<file path="src/rtl/twp_pkg.sv">
package twp_pkg;

    localparam int unsigned WIPER_BITS = 8;

    typedef struct packed {
        logic en;
        logic sck;
        logic sdi;
    } tw_pins_t;

    typedef struct packed {
        logic en_level;
        logic en_rise;
        logic en_fall;
        logic sck_rise;
        logic sdi;
    } tw_events_t;

endpackage

</file>
<file path="src/rtl/tw_sync.sv">
module tw_sync
    import twp_pkg::*;
#(
    parameter int unsigned STAGES = 2
) (
    input  logic       clk,
    input  logic       rst,
    input  tw_pins_t   pins_in,
    output tw_events_t ev
);
    tw_pins_t          chain [STAGES];
    tw_pins_t          prev;
    logic [STAGES:0]   warm;
    logic              valid;
    tw_pins_t          last;

    always_ff @(posedge clk) begin
        if (rst) begin
            for (int i = 0; i < STAGES; i++) chain[i] <= '0;
            prev <= '0;
            warm <= '0;
        end else begin
            chain[0] <= pins_in;
            for (int i = 1; i < STAGES; i++) chain[i] <= chain[i-1];
            prev <= chain[STAGES-1];
            warm <= {warm[STAGES-1:0], 1'b1};
        end
    end

    assign last  = chain[STAGES-1];
    assign valid = warm[STAGES];

    always_comb begin
        ev.en_level = valid & last.en;
        ev.en_rise  = valid & last.en & ~prev.en;
        ev.en_fall  = valid & ~last.en & prev.en;
        ev.sck_rise = valid & last.sck & ~prev.sck;
        ev.sdi      = last.sdi;
    end
endmodule

</file>
<file path="src/rtl/tw_shifter.sv">
module tw_shifter #(
    parameter int unsigned FRAME_W = 17
) (
    input  logic               clk,
    input  logic               rst,
    input  logic               shift_en,
    input  logic               din,
    output logic [FRAME_W-1:0] frame,
    output logic               cascade
);
    always_ff @(posedge clk) begin
        if (rst)           frame <= '0;
        else if (shift_en) frame <= {din, frame[FRAME_W-1:1]};
    end

    assign cascade = frame[0];
endmodule

</file>
<file path="src/rtl/tw_wiper_store.sv">
module tw_wiper_store #(
    parameter int unsigned WIPER_W = 8,
    localparam int unsigned FRAME_W = 2 * WIPER_W + 1
) (
    input  logic               clk,
    input  logic               rst,
    input  logic               load,
    input  logic [FRAME_W-1:0] frame,
    output logic [WIPER_W-1:0] pot0,
    output logic [WIPER_W-1:0] pot1,
    output logic               stack
);
    localparam logic [WIPER_W-1:0] MID = {1'b1, {(WIPER_W-1){1'b0}}};

    logic [WIPER_W-1:0] nxt0, nxt1;

    for (genvar k = 0; k < WIPER_W; k++) begin : g_map
        assign nxt1[WIPER_W-1-k] = frame[1 + k];
        assign nxt0[WIPER_W-1-k] = frame[1 + WIPER_W + k];
    end

    always_ff @(posedge clk) begin
        if (rst) begin
            pot0  <= MID;
            pot1  <= MID;
            stack <= 1'b0;
        end else if (load) begin
            pot0  <= nxt0;
            pot1  <= nxt1;
            stack <= frame[0];
        end
    end
endmodule

</file>
<file path="src/rtl/tw_wiper_ctrl.sv">
module tw_wiper_ctrl
    import twp_pkg::*;
#(
    parameter int unsigned WIPER_W     = WIPER_BITS,
    parameter int unsigned SYNC_STAGES = 2
) (
    input  logic               clk,
    input  logic               rst,
    input  logic               tw_en,
    input  logic               tw_sck,
    input  logic               tw_sdi,
    output logic               tw_cascade,
    output logic [WIPER_W-1:0] pot0_code,
    output logic [WIPER_W-1:0] pot1_code,
    output logic               stack_sel,
    output logic               wiper_pick
);
    localparam int unsigned FRAME_W = 2 * WIPER_W + 1;

    tw_pins_t           pins;
    tw_events_t         ev;
    logic               armed;
    logic               shift_en;
    logic               load_now;
    logic [FRAME_W-1:0] frame_q;

    assign pins = '{en: tw_en, sck: tw_sck, sdi: tw_sdi};

    tw_sync #(.STAGES(SYNC_STAGES)) i_sync (
        .clk(clk), .rst(rst), .pins_in(pins), .ev(ev)
    );

    always_ff @(posedge clk) begin
        if (rst)             armed <= 1'b0;
        else if (ev.en_fall) armed <= 1'b0;
        else if (ev.en_rise) armed <= 1'b1;
    end

    assign shift_en = armed & ev.en_level & ev.sck_rise;
    assign load_now = armed & ev.en_fall;

    tw_shifter #(.FRAME_W(FRAME_W)) i_shift (
        .clk(clk), .rst(rst), .shift_en(shift_en), .din(ev.sdi),
        .frame(frame_q), .cascade(tw_cascade)
    );

    tw_wiper_store #(.WIPER_W(WIPER_W)) i_store (
        .clk(clk), .rst(rst), .load(load_now), .frame(frame_q),
        .pot0(pot0_code), .pot1(pot1_code), .stack(stack_sel)
    );

    assign wiper_pick = stack_sel;
endmodule

</file>
<file path="config.mk">
export PLATFORM = sky130hd
export DESIGN_NAME = tw_wiper_ctrl
export DESIGN_NICKNAME = d
export VERILOG_FILES = /design/src/rtl/twp_pkg.sv /design/src/rtl/tw_sync.sv /design/src/rtl/tw_shifter.sv /design/src/rtl/tw_wiper_store.sv /design/src/rtl/tw_wiper_ctrl.sv
export SDC_FILE = /design/constraint.sdc
export NUM_CORES = 1
export LEC_CHECK = 0
export ABC_AREA = 1
export BUFFER_PORTS_ARGS = -buffer_cell sky130_fd_sc_hd__buf_4
export CAP_MARGIN = 20
export CORE_AREA = 2 2 78 80
export DETAILED_ROUTE_END_ITERATION = 10
export DIE_AREA = 0 0 80 82
export SYNTH_ARGS = -nofsm -noshare
export SYNTH_HDL_FRONTEND = slang
export SYNTH_SLANG_ARGS = --single-unit
</file>
<file path="constraint.sdc">
create_clock -name clk -period 1.3 [get_ports clk]
set_input_delay 0.065 -clock clk [delete_from_list [all_inputs] [get_ports clk]]
set_output_delay 0.065 -clock clk [all_outputs]
set_load 0.005 [all_outputs]
</file>
== Word level (Yosys, flattened, before mapping) ==
Memories as Yosys holds them, arrays and structs flattened.
Cells that the tools add are included.

* Flip-flop bits (word level): 40
* Bits in writable memories: 6
* Input port bits: 5
* Output and inout bits: 19
* Logic and storage cells: 31
* Memories: 1

* Muxes and demuxes: 6
* Bitwise operators: 14
* Reduce and logical (&&, ||, !) cells: 1

{| class="wikitable"
|+ Memory list
! name !! depth !! bits a word !! rd ports !! clocked after Yosys merged registers in !! write ports !! line !! RTL
|-
| i_sync.chain || 2 || 3 || 2 || 0 || 2 || tw_sync.sv:11 || <nowiki>tw_pins_t chain [STAGES];</nowiki>
|}

{| class="wikitable"
|+ Operators by type and width
! operator !! number
|-
| 1-bit AND || 9
|-
| 3-bit two-way mux || 2
|-
| 1-bit two-way mux || 4
|-
| 1-bit inverter || 3
|-
| 1-bit bitwise OR || 2
|-
| 2-bit OR reduction || 1
|}

== Longest topological paths before layout ==
Gate-level depths: netlist of run 1.
An unclocked memory read counts as a cell.

* Word-level depth: 5
* Gate-level depth with buffers: 6
* Mapped depth without buffers: 5

== By module ==
Synthesis of run 1 repeated with hierarchy kept, for this count alone.

* Cell total of the unflattened synthesis: 267
* Area total of the unflattened synthesis: 1866.8 um2

{| class="wikitable"
|+ Modules (own cells, without submodules)
! module !! times used !! cells an instance !! area an instance (um2) !! sequential area each (um2)
|-
| tw_shifter || 1 || 109 || 739.5 || 340.3
|-
| tw_wiper_store || 1 || 105 || 718.2 || 340.3
|-
| tw_sync || 1 || 41 || 344.1 || 220.2
|-
| tw_wiper_ctrl || 1 || 12 || 65.1 || 20.0
|}

== Worst setup path after synthesis of run 1 ==
No wires, ideal clock.

* Path kind: reg2reg
* Start: register i_sync.prev[2] (netlist name)
* End: register i_store.pot0[0]
* Setup time: 110 ps
* Data arrival time: 916 ps
* Required time: 1190 ps
* Setup slack: 274 ps
* Stages on the path, launching flop included: 7
* Buffers on the path: 1
* Period minus slack after synthesis: 1026 ps
* Cell sequence: dfxtp_1 > nand2_1 > nor2_4 > buf_6 > nand3_1 > nand2_1 > nor2_1

* Word-level cells in the longest chain between the ends: 2

{| class="wikitable"
|+ Ends and longest elaborated chain
! element !! line !! RTL
|-
| 1-bit AND || tw_sync.sv:36 || <nowiki>ev.en_fall = valid & ~last.en & prev.en;</nowiki>
|-
| 1-bit AND || tw_wiper_ctrl.sv:40 || <nowiki>assign load_now = armed & ev.en_fall;</nowiki>
|-
| end signal, assigned || tw_wiper_store.sv:28 || <nowiki>pot0 <= nxt0;</nowiki>
|-
| end, declared || tw_wiper_store.sv:9 || <nowiki>output logic [WIPER_W-1:0] pot0,</nowiki>
|}

No other way between the ends.
A chain may end at the register's enable or synchronous reset.

== Worst setup path after layout of run 1 ==
* Start: register armed
* End: register i_store.pot1[6]

* Word-level cells in the longest chain between the ends: 1

{| class="wikitable"
|+ Ends and longest elaborated chain
! element !! line !! RTL
|-
| start, declared || tw_wiper_ctrl.sv:22 || <nowiki>logic armed;</nowiki>
|-
| start signal, assigned || tw_wiper_ctrl.sv:34 || <nowiki>if (rst) armed <= 1'b0;</nowiki>
|-
| start signal, assigned || tw_wiper_ctrl.sv:35 || <nowiki>else if (ev.en_fall) armed <= 1'b0;</nowiki>
|-
| start signal, assigned || tw_wiper_ctrl.sv:36 || <nowiki>else if (ev.en_rise) armed <= 1'b1;</nowiki>
|-
| 1-bit AND || tw_wiper_ctrl.sv:40 ||
|-
| end signal, assigned || tw_wiper_store.sv:29 || <nowiki>pot1 <= nxt1;</nowiki>
|-
| end, declared || tw_wiper_store.sv:10 || <nowiki>output logic [WIPER_W-1:0] pot1,</nowiki>
|}

No other way between the ends.

==> results of run 1 <==
power by group through the flow:
stage / Clock [mW] / Sequential (mW) / Combinational, mW
3_3_place_gp: 0 / 1.46 / 0.0840
6_report: 0.944 / 1.43 / 0.0897
5_1_grt: 1.04 / 1.43 / 0.106
3_5_place_dp: 0 / 1.46 / 0.0840
4_1_cts: 0.994 / 1.43 / 0.0912
2_1_floorplan: 0 / 1.46 / 0.0622
worst paths after layout:
path / startpoint / end / slack [ps] / depth (start not counted)
min: rst / i_sync.chain[0][0]$_SDFF_PP0_ / 10 / 2
max reg2reg: armed$_SDFFE_PP0P_ / i_store.pot1[6]$_SDFFE_PP0P_ / 190 / 5
max: armed$_SDFFE_PP0P_ / i_store.pot1[6]$_SDFFE_PP0P_ / 190 / 5
min reg2reg: i_sync.warm[0]$_DFF_P_ / i_sync.warm[1]$_SDFF_PP0_ / 400 / 2
final cells by class:
| type | instances | area, um2 | share of cell area [%] |
|---|---|---|---|
| clock buffer | 7 | 96.3 | 4.17 |
| tap | 75 | 93.8 | 4.06 |
| clock inverter | 1 | 8.76 | 0.379 |
| sequential | 46 | 921 | 39.8 |
| inverter | 60 | 225 | 9.74 |
| multi-input combinational | 153 | 674 | 29.2 |
| timing repair buffer | 33 | 293 | 12.7 |
layout by cell type, fill, tap and decap left out:
master / synthesis / layout
sky130_fd_sc_hd__nor2_1: 44 / 44
sky130_fd_sc_hd__clkinv_1: 1 / 1
sky130_fd_sc_hd__nand4_4: 1 / 1
sky130_fd_sc_hd__nand2_1: 52 / 52
sky130_fd_sc_hd__inv_2: 1 / 1
sky130_fd_sc_hd__nor2_4: 2 / 2
sky130_fd_sc_hd__nand3_1: 36 / 36
sky130_fd_sc_hd__clkbuf_8: 0 / 7
sky130_fd_sc_hd__dfxtp_1: 46 / 46
sky130_fd_sc_hd__buf_4: 6 / 27
sky130_fd_sc_hd__o21ai_0: 1 / 1
sky130_fd_sc_hd__inv_1: 58 / 58
sky130_fd_sc_hd__buf_12: 0 / 3
sky130_fd_sc_hd__dlygate4sd3_1: 0 / 3
sky130_fd_sc_hd__clkinv_4: 0 / 1
sky130_fd_sc_hd__a21oi_1: 17 / 17
worst register-to-register path, delay by kind of cell (launching register included):
family | cells | cell delay, ps
buf+inv | 2 | 210
flops | 1 | 360
simple gates | 3 | 480
cells by family after synthesis:
kind of cell           count (synthesis)  share of synthesized area [%]
AND/OR/NAND/NOR                      135                           30.2
buffers and inverters                 75                           17.5
flip-flops                            46                           47.6
AO/OA/AOI/OAI                         18                           4.66
metal layers:
layer	share of wire (%)	GRT usage (%)	wire length [um]	vias to the layer above
met2	46	19.5	1530	23
li1	-	-	-	857
met1	49	14.9	1630	658
met3	3.2	2.31	107	4
met4	1.7	5.08	57	0
met5	0	0	0	-
cells in the mapped netlist:
cell,n
sky130_fd_sc_hd__clkinv_1,1
sky130_fd_sc_hd__o21ai_0,1
sky130_fd_sc_hd__inv_2,1
sky130_fd_sc_hd__dfxtp_1,46
sky130_fd_sc_hd__nor2_4,2
sky130_fd_sc_hd__a21oi_1,17
sky130_fd_sc_hd__buf_4,6
sky130_fd_sc_hd__clkbuf_1,2
sky130_fd_sc_hd__buf_2,3
sky130_fd_sc_hd__buf_6,4
sky130_fd_sc_hd__nand2_1,52
sky130_fd_sc_hd__inv_1,58
sky130_fd_sc_hd__nor2_1,44
sky130_fd_sc_hd__nand4_4,1
sky130_fd_sc_hd__nand3_1,36
registers in the layout, summed over array words and instances (netlist names):
register / flops
armed: 1
i_shift.frame: 17
i_sync.warm: 3
i_store.pot0: 8
i_sync.chain: 6
i_store.stack: 1
i_store.pot1: 8
i_sync.prev: 2
per-stage QoR:
stage | utilization, % | hold WS (ps) | worst slack [ps]
2_1_floorplan | - | 172 | 274
3_3_place_gp | 37.9 | 268 | 218
3_5_place_dp | 37.9 | 273 | 158
4_1_cts | 40.2 | 8.43 | 142
5_1_grt | 40.2 | 12.2 | 1.97
6_report | 40.2 | 12.0 | 188
==> results_dict.tcl, run 1 <==
set metrics [dict create \
    clock-sinks 46 \
    clock-root-buffer "sky130_fd_sc_hd__clkbuf_8" \
    power.switching_mw 0.516 \
    drt-total-wl_um 3330 \
    setup_viol 0 \
    cellLeakagePower_nw 1.02 \
    max_clock_freq_ghz 0.900 \
    antennaDiodeCount 0 \
    intPower_mw 1.95 \
    post_synth_inst_count 274 \
    synth_top_area_share_pct 47.6 \
    maxCapViolCount 0 \
    wire_per_inst_um 8.87 \
    number_of_design_rule_violations_left_after_detail_routing 0 \
    final.min_clock_period_ps 1110 \
    drt-pass1-iter-count 4 \
    finalHoldViolCount 0 \
    min_period_over_period_pct 85.5 \
    stdcell_area_mm2 0.00231 \
    filler_cell_count 637 \
    io_pins 24 \
    critPathMaxFanout 17 \
    ctsLongestPathBuffers 2 \
    synth_top_area_cell "sky130_fd_sc_hd__dfxtp_1" \
    netlist_area_mm2 0.00193 \
    cellPowerDensity_mw_per_mm2 1070 \
    placement_rows 28 \
    grt_setup_unrepaired "false" \
    clk_transition_reported_paths_ps 80 \
    synth_fp_nets 279 \
    status "complete, no violations" \
    total_vias_in_the_final_route 1542 \
    drv_slew 0 \
    first_global_vias 1403 \
    worst-setup-path-type "flip-flop to flip-flop" \
    timing.critical_path.from_type "flip-flop" \
    syn_area_per_cell_um2 7.06 \
    seq_area_frac_synth_pct 47.6 \
    power_frac_comb_pct 3.6 \
    finalPower_mw 2.46 \
    initial_core_util_pct 33.6 \
    timing.hold.worst.class "input port to flip-flop" \
    slowest_stage "sky130_fd_sc_hd__dfxtp_1" \
    worst_skew_pair.late_latency_ps 290 \
    first_pass_grt_wire_length_um 6110 \
    post-cts-setup-buffer-count 0 \
    critical_path.cell_chain "buf_4 -> nand4_4 -> nand2_1 -> inv_1 -> nor2_1" \
    placed_cells 364 \
    vdd_ir_drop_max_v 0.000794 \
    setup.worst_path.end_class "flip-flop" \
    nNetsFinal 304 \
    drive_gt1_share_pct 14.0 \
    cp_top_family "simple AND/OR/NAND/NOR gates" \
    routed_via_density 4.11 \
    ys_seq_elements 46 \
    cpPeakStageDelay_ps 360 \
    place.port_buffers 23 \
    grt_antenna_before_repair 0 \
    synthToLayoutAreaGrowth_pct 19.6 \
    largest_net_degree_at_the_start_of_global_routing 35 \
    detail_route.iter0.violations 151 \
    globalplace.congestion 0.739 \
    instances_no_fill 375 \
    cts.repair.resized 0 \
    grt_overflow_total 0 \
    chipWidth_um 80 \
    cts_tree "built" \
    part_of_the_power_in_the_clock_network_pct 38.3 \
    htree_num_levels 2 \
    dpl-instance-area_mm2 0.00218 \
    cp_data_required_time_ps 1530 \
    fin_tns_setup_ps 0 \
    tritoncts.num_buffers 5 \
    track_usage_pct 11.7 \
    tightestPinTransition_ps 272 \
    detail-route-antenna-nets 0 \
    core_area_mm2 0.00575 \
    switching_share_pct 20.9 \
    pwr-share-seq_pct 58.1 \
    chipHeight_um 82 \
    largest_cells_by_area_after_synthesis "sky130_fd_sc_hd__dfxtp_1 (48%), sky130_fd_sc_hd__inv_1 (11%), sky130_fd_sc_hd__nand2_1 (10%), sky130_fd_sc_hd__nand3_1 (9.3%), sky130_fd_sc_hd__nor2_1 (8.5%)" \
    detailedPlacementHpwl_um 2240 \
    arrival_ps 1340 \
    path_buf_inv 2 \
    number_of_warnings_printed_during_yosys_synthesis 0 \
    fin_worst_skew_ps 7.28 \
    unique_cell_type_count_in_the_yosys_netlist 15 \
    relSlewSlack_pct 81.8 \
    die-area_mm2 0.00656 \
    cts_hold_buffers 3 \
]
Note: power is estimated with default switching activity, not from simulation.
==> run 2, diff against run 1 <==
==> constraint.sdc (replaced) <==
create_clock -name clk -period 1.3 [get_ports clk]
set_input_delay 0.26 -clock clk [delete_from_list [all_inputs] [get_ports clk]]
set_output_delay 0.26 -clock clk [all_outputs]
set_load 0.005 [all_outputs]
==> run 2 against run 1 <==
  * Register-to-register slack got worse by 60 ps
  * Wire length up 6.5%
  * Core utilization down 0.22 points
  * Global-route usage is 0.17 points lower
  * Sequential power hardly changed
  * Power increased by 0.88%
  * Final cell count fell by 0.80%
  * Via count decreased by 0.13%
  * Critical path depth grew 1
  * Combinational power shrank 3.7%
  * Highest routed layer unchanged
==> results_dict.tcl, run 2 (synthesis results as in run 1) <==
set metrics [dict create \
    clock-sinks 46 \
    ctsLongestPathBuffers 2 \
    globalplace.congestion 0.729 \
    first_global_vias 1379 \
    final.min_clock_period_ps 1170 \
    cts_hold_buffers 0 \
    drt-pass1-iter-count 4 \
    worst_skew_pair.late_latency_ps 300 \
    intPower_mw 1.95 \
    antennaDiodeCount 0 \
    drv_slew 0 \
    cp_data_required_time_ps 1500 \
    place.port_buffers 23 \
    timing.critical_path.from_type "flip-flop" \
    die-area_mm2 0.00656 \
    number_of_design_rule_violations_left_after_detail_routing 0 \
    grt_antenna_before_repair 0 \
    largestRegisters "i_shift.frame x17, i_store.pot0 x8, i_store.pot1 x8" \
    setup_viol 0 \
    layout_commonest_cell "sky130_fd_sc_hd__inv_1" \
    cellPowerDensity_mw_per_mm2 1080 \
    synthToLayoutAreaGrowth_pct 19.0 \
    status "complete, no violations" \
    worst-setup-path-type "flip-flop to flip-flop" \
    power.switching_mw 0.541 \
    cellLeakagePower_nw 1.02 \
    nNetsFinal 301 \
    detail-route-antenna-nets 0 \
    fin_worst_skew_ps 8.18 \
    initial_core_util_pct 33.6 \
    maxCapViolCount 0 \
    top_register "i_shift.frame" \
    power_frac_comb_pct 3.5 \
    tritoncts.num_buffers 5 \
    routed_via_density 4.14 \
    pwr-share-seq_pct 57.6 \
    wire_per_inst_um 9.52 \
    io_pins 24 \
    htree_num_levels 2 \
    setup.worst_path.end_class "flip-flop" \
    cpMostUsedCell "sky130_fd_sc_hd__nand2_1" \
    largest_net_degree_at_the_start_of_global_routing 37 \
    min_period_over_period_pct 90.3 \
    grt_overflow_total 0 \
    total_vias_in_the_final_route 1540 \
    largest_register_ffs 17 \
    fin_tns_setup_ps 0 \
    timing.hold.worst.class "input port to flip-flop" \
    relSlewSlack_pct 83.4 \
    hold-path-cell-count 3 \
    core_area_mm2 0.00575 \
    part_of_the_power_in_the_clock_network_pct 38.9 \
    vdd_ir_drop_max_v 0.000503 \
    filler_cell_count 627 \
    critPathMaxFanout 18 \
    drive_gt1_share_pct 14.1 \
    grt_setup_unrepaired "false" \
    critical_path.cell_chain "nand2_1 -> nor2_4 -> buf_12 -> nand3_1 -> nand2_1 -> nor2_1" \
    r2r.worst_path.cells 6 \
    cpPeakStageDelay_ps 460 \
    chipHeight_um 82 \
    cts_tree "built" \
    first_pass_grt_wire_length_um 5980 \
    detail_route.iter0.violations 89 \
    arrival_ps 1380 \
    finalHoldViolCount 0 \
    clk_transition_reported_paths_ps 80 \
    slowest_stage "sky130_fd_sc_hd__dfxtp_1" \
    detailedPlacementHpwl_um 2170 \
    placement_rows 28 \
    mostFrequentLayoutCells "sky130_fd_sc_hd__inv_1 (58), sky130_fd_sc_hd__nand2_1 (52), sky130_fd_sc_hd__dfxtp_1 (46)" \
    switching_share_pct 21.8 \
    tightestPinTransition_ps 249 \
    clock-root-buffer "sky130_fd_sc_hd__clkbuf_8" \
    track_usage_pct 11.6 \
    chipWidth_um 80 \
    drt-total-wl_um 3540 \
    finalPower_mw 2.49 \
    max_clock_freq_ghz 0.852 \
]
## run 2: cell count changes in the layout (fill, tap and decap cells not counted)
| cell | change |
|---|---|
| sky130_fd_sc_hd__nand4_2 | +1 |
| sky130_fd_sc_hd__dlygate4sd3_1 | -3 |
| sky130_fd_sc_hd__buf_12 | +1 |
| sky130_fd_sc_hd__buf_4 | -2 |
## run 2: cell type report
cell class | instances | area, um2 | share of cell area, %
repair buffers | 29 | 268 | 11.6
well taps | 75 | 93.8 | 4.08
flip-flops and latches | 46 | 921 | 40.0
clock buffers | 7 | 96.3 | 4.19
clock inverters | 1 | 8.76 | 0.381
multi-input cells | 154 | 687 | 29.9
inverters | 60 | 225 | 9.79
## run 2: per-stage QoR
stage	hold slack, ps	cell area, um2	utilization, %	instances	setup slack, ps
6_report	157	2300	40.0	372	126
4_1_cts	146	2290	39.8	371	134
5_1_grt	161	2300	40.0	372	0.0484
3_5_place_dp	395	2180	38.0	363	164
3_3_place_gp	389	2180	38.0	363	218
2_1_floorplan	367	1930	-	274	274
## run 2: critical path, delay by kind of cell, from the launching register on
family	cells	cell delay [ps]
buffers and inverters	1	150
AND/OR/NAND/NOR	5	470
flip-flops	1	460
## run 2: path summary, 6_finish.rpt
check,from,endpoint,slack [ps]
setup / recovery,i_sync.prev[2]$_SDFF_PP0_,i_store.pot0[6]$_SDFFE_PP0P_,130
hold / removal,tw_sck,i_sync.chain[0][1]$_SDFF_PP0_,160
setup reg to reg,i_sync.prev[2]$_SDFF_PP0_,i_store.pot0[6]$_SDFFE_PP0P_,130
hold reg to reg,i_sync.warm[1]$_SDFF_PP0_,i_sync.warm[2]$_SDFF_PP0_,400
## run 2: power groups by stage
stage | Sequential, mW | Combinational [mW] | Clock (mW)
floorplan | 1.46 | 0.0622 | 0
global placement | 1.46 | 0.0861 | 0
detailed placement | 1.46 | 0.0862 | 0
CTS | 1.43 | 0.0864 | 1.01
global route | 1.43 | 0.101 | 1.06
finish | 1.43 | 0.0864 | 0.967
## run 2: what timing repair did
item / 4_1_cts / 5_1_grt
hold endpoints to repair: 0 / 0
buffers inserted: 0 / 0
endpoints found under the setup margin: 0 / 2
gates resized for setup: 0 / 0
## run 2: layer usage
layer / share of wire [%] / track usage, % / vias to the layer above
li1: - / - / 850
met1: 49 / 13.9 / 656
met2: 45 / 19.5 / 30
met3: 4.9 / 3.63 / 4
met4: 1.0 / 4.07 / 0
met5: 0 / 0 / -
==> run 3, diff against run 2 <==
CORE_AREA = 2 2 62 64   (was 2 2 78 80)
DIE_AREA = 0 0 64 66   (was 0 0 80 82)
PLACE_DENSITY = 0.76   (was default)
==> run 3 against run 2 <==
  * Clock power is 19% lower
  * Core utilization is 23 points higher
  * Power is 7.4% lower
  * Largest power group unchanged
  * Highest routed layer unchanged
==> results_dict.tcl, run 3 (synthesis results as in run 1) <==
set metrics [dict create \
    status "complete, no violations" \
    cpPeakStageDelay_ps 390 \
    detail_route.iter0.violations 83 \
    drt-pass1-iter-count 4 \
    cellPowerDensity_mw_per_mm2 1030 \
    first_global_vias 1477 \
    intPower_mw 1.78 \
    cts_hold_buffers 0 \
    globalplace.congestion 0.806 \
    largestRegisters "i_shift.frame x17, i_store.pot0 x8, i_store.pot1 x8" \
    largest_register_ffs 17 \
    clock-root-buffer "sky130_fd_sc_hd__clkbuf_4" \
    wire_per_inst_um 9.39 \
    finalHoldViolCount 0 \
    cellLeakagePower_nw 1.00 \
    drt-total-wl_um 3240 \
    critPathMaxFanout 3 \
    switching_share_pct 22.6 \
    largest_net_degree_at_the_start_of_global_routing 37 \
    grt_overflow_total 0 \
    drive_gt1_share_pct 14.1 \
    post-cts-setup-buffer-count 0 \
    grt_antenna_before_repair 0 \
    io_pins 24 \
    layout_commonest_cell "sky130_fd_sc_hd__inv_1" \
    finalPower_mw 2.30 \
    fin_worst_skew_ps 12.9 \
    grt_setup_unrepaired "false" \
    clock-sinks 46 \
    mostFrequentLayoutCells "sky130_fd_sc_hd__inv_1 (58), sky130_fd_sc_hd__nand2_1 (52), sky130_fd_sc_hd__dfxtp_1 (46)" \
    tightestPinTransition_ps 268 \
    track_usage_pct 18.1 \
    final.min_clock_period_ps 1140 \
    vdd_ir_drop_max_v 0.000790 \
    multi_input_area_um2 674 \
    min_period_over_period_pct 87.6 \
    power.switching_mw 0.521 \
    nNetsFinal 301 \
    tritoncts.num_buffers 5 \
    critical_path.cell_chain "buf_4" \
    placement_rows 22 \
    first_pass_grt_wire_length_um 5960 \
    cts.repair.resized 0 \
    slowest_stage "sky130_fd_sc_hd__dfxtp_1" \
    area_occupied_by_registers_um2 921 \
    ctsLongestPathBuffers 2 \
    max_clock_freq_ghz 0.878 \
    cp_data_required_time_ps 1040 \
    total_vias_in_the_final_route 1584 \
    htree_num_levels 2 \
    routed_via_density 4.59 \
    timing.critical_path.from_type "flip-flop" \
    path_buf_inv 1 \
    part_of_the_power_in_the_clock_network_pct 34.0 \
    drv_slew 0 \
    worst_skew_pair.late_latency_ps 370 \
    reg2reg_slack_ps 190 \
    detailedPlacementHpwl_um 2100 \
    arrival_ps 880 \
    pwr-share-seq_pct 62.2 \
    clk_transition_reported_paths_ps 140 \
    antennaDiodeCount 0 \
    chipWidth_um 64 \
    filler_cell_count 331 \
    core_area_mm2 0.00355 \
    top_register "i_shift.frame" \
    setup_viol 0 \
    synthToLayoutAreaGrowth_pct 15.3 \
    relSlewSlack_pct 82.1 \
    die-area_mm2 0.00422 \
    detail-route-antenna-nets 0 \
    place.port_buffers 23 \
    fin_tns_setup_ps 0 \
    initial_core_util_pct 54.4 \
    cts_tree "built" \
    cp_top_family "flip-flops" \
    worst-setup-path-type "flip-flop to output pin" \
    number_of_design_rule_violations_left_after_detail_routing 0 \
    maxCapViolCount 0 \
    setup.worst_path.end_class "output pin" \
    power_frac_comb_pct 3.8 \
    chipHeight_um 66 \
    timing.hold.worst.class "input port to flip-flop" \
]
run 3: changes by cell type in the layout (fill, tap and decap cells not counted), sizes merged:
cell   delta
buf       +1
nand4     -1
run 3: path summary, 6_finish.rpt:
path / startpoint / to / cells past startpoint
min: tw_sck / i_sync.chain[0][1]$_SDFF_PP0_ / 3
max reg2reg: armed$_SDFFE_PP0P_ / i_store.pot1[1]$_SDFFE_PP0P_ / 5
max: i_shift.frame[0]$_SDFFE_PP0P_ / tw_cascade / 1
min reg2reg: i_sync.chain[0][0]$_SDFF_PP0_ / i_sync.chain[0][3]$_SDFF_PP0_ / 2
run 3: per-stage QoR:
stage | hold slack (ps) | cells | setup slack (ps) | util, % | instance area, um2
floorplan | 367 | 274 | 274 | - | 1930
global placement | 390 | 337 | 237 | 60.7 | 2160
detailed placement | 397 | 337 | 161 | 60.7 | 2160
CTS | 77.4 | 345 | 146 | 62.8 | 2230
global route | 81.8 | 345 | 73.1 | 62.8 | 2230
finish | 83.4 | 345 | 161 | 62.8 | 2230
run 3: layout make-up:
cell class,count,area share (%)
flip-flops and latches,46,41.3
well taps,48,2.69
multi-input cells,153,30.2
repair buffers,30,12.3
clock inverters,1,0.393
inverters,60,10.1
clock buffers,7,2.92
run 3: power groups by stage:
stage | Sequential, mW | Clock (mW) | Combinational, mW
finish | 1.43 | 0.783 | 0.0872
global route | 1.43 | 0.853 | 0.102
floorplan | 1.46 | 0 | 0.0622
CTS | 1.43 | 0.801 | 0.0879
global placement | 1.46 | 0 | 0.0862
detailed placement | 1.46 | 0 | 0.0878
run 3: per-layer routing:
layer | GRT usage [%] | vias to the layer above | wire length, um
li1 | - | 852 | -
met3 | 5.11 | 6 | 151
met2 | 32.7 | 31 | 1530
met5 | 0 | - | 0
met4 | 7.34 | 0 | 61
met1 | 19.8 | 695 | 1500
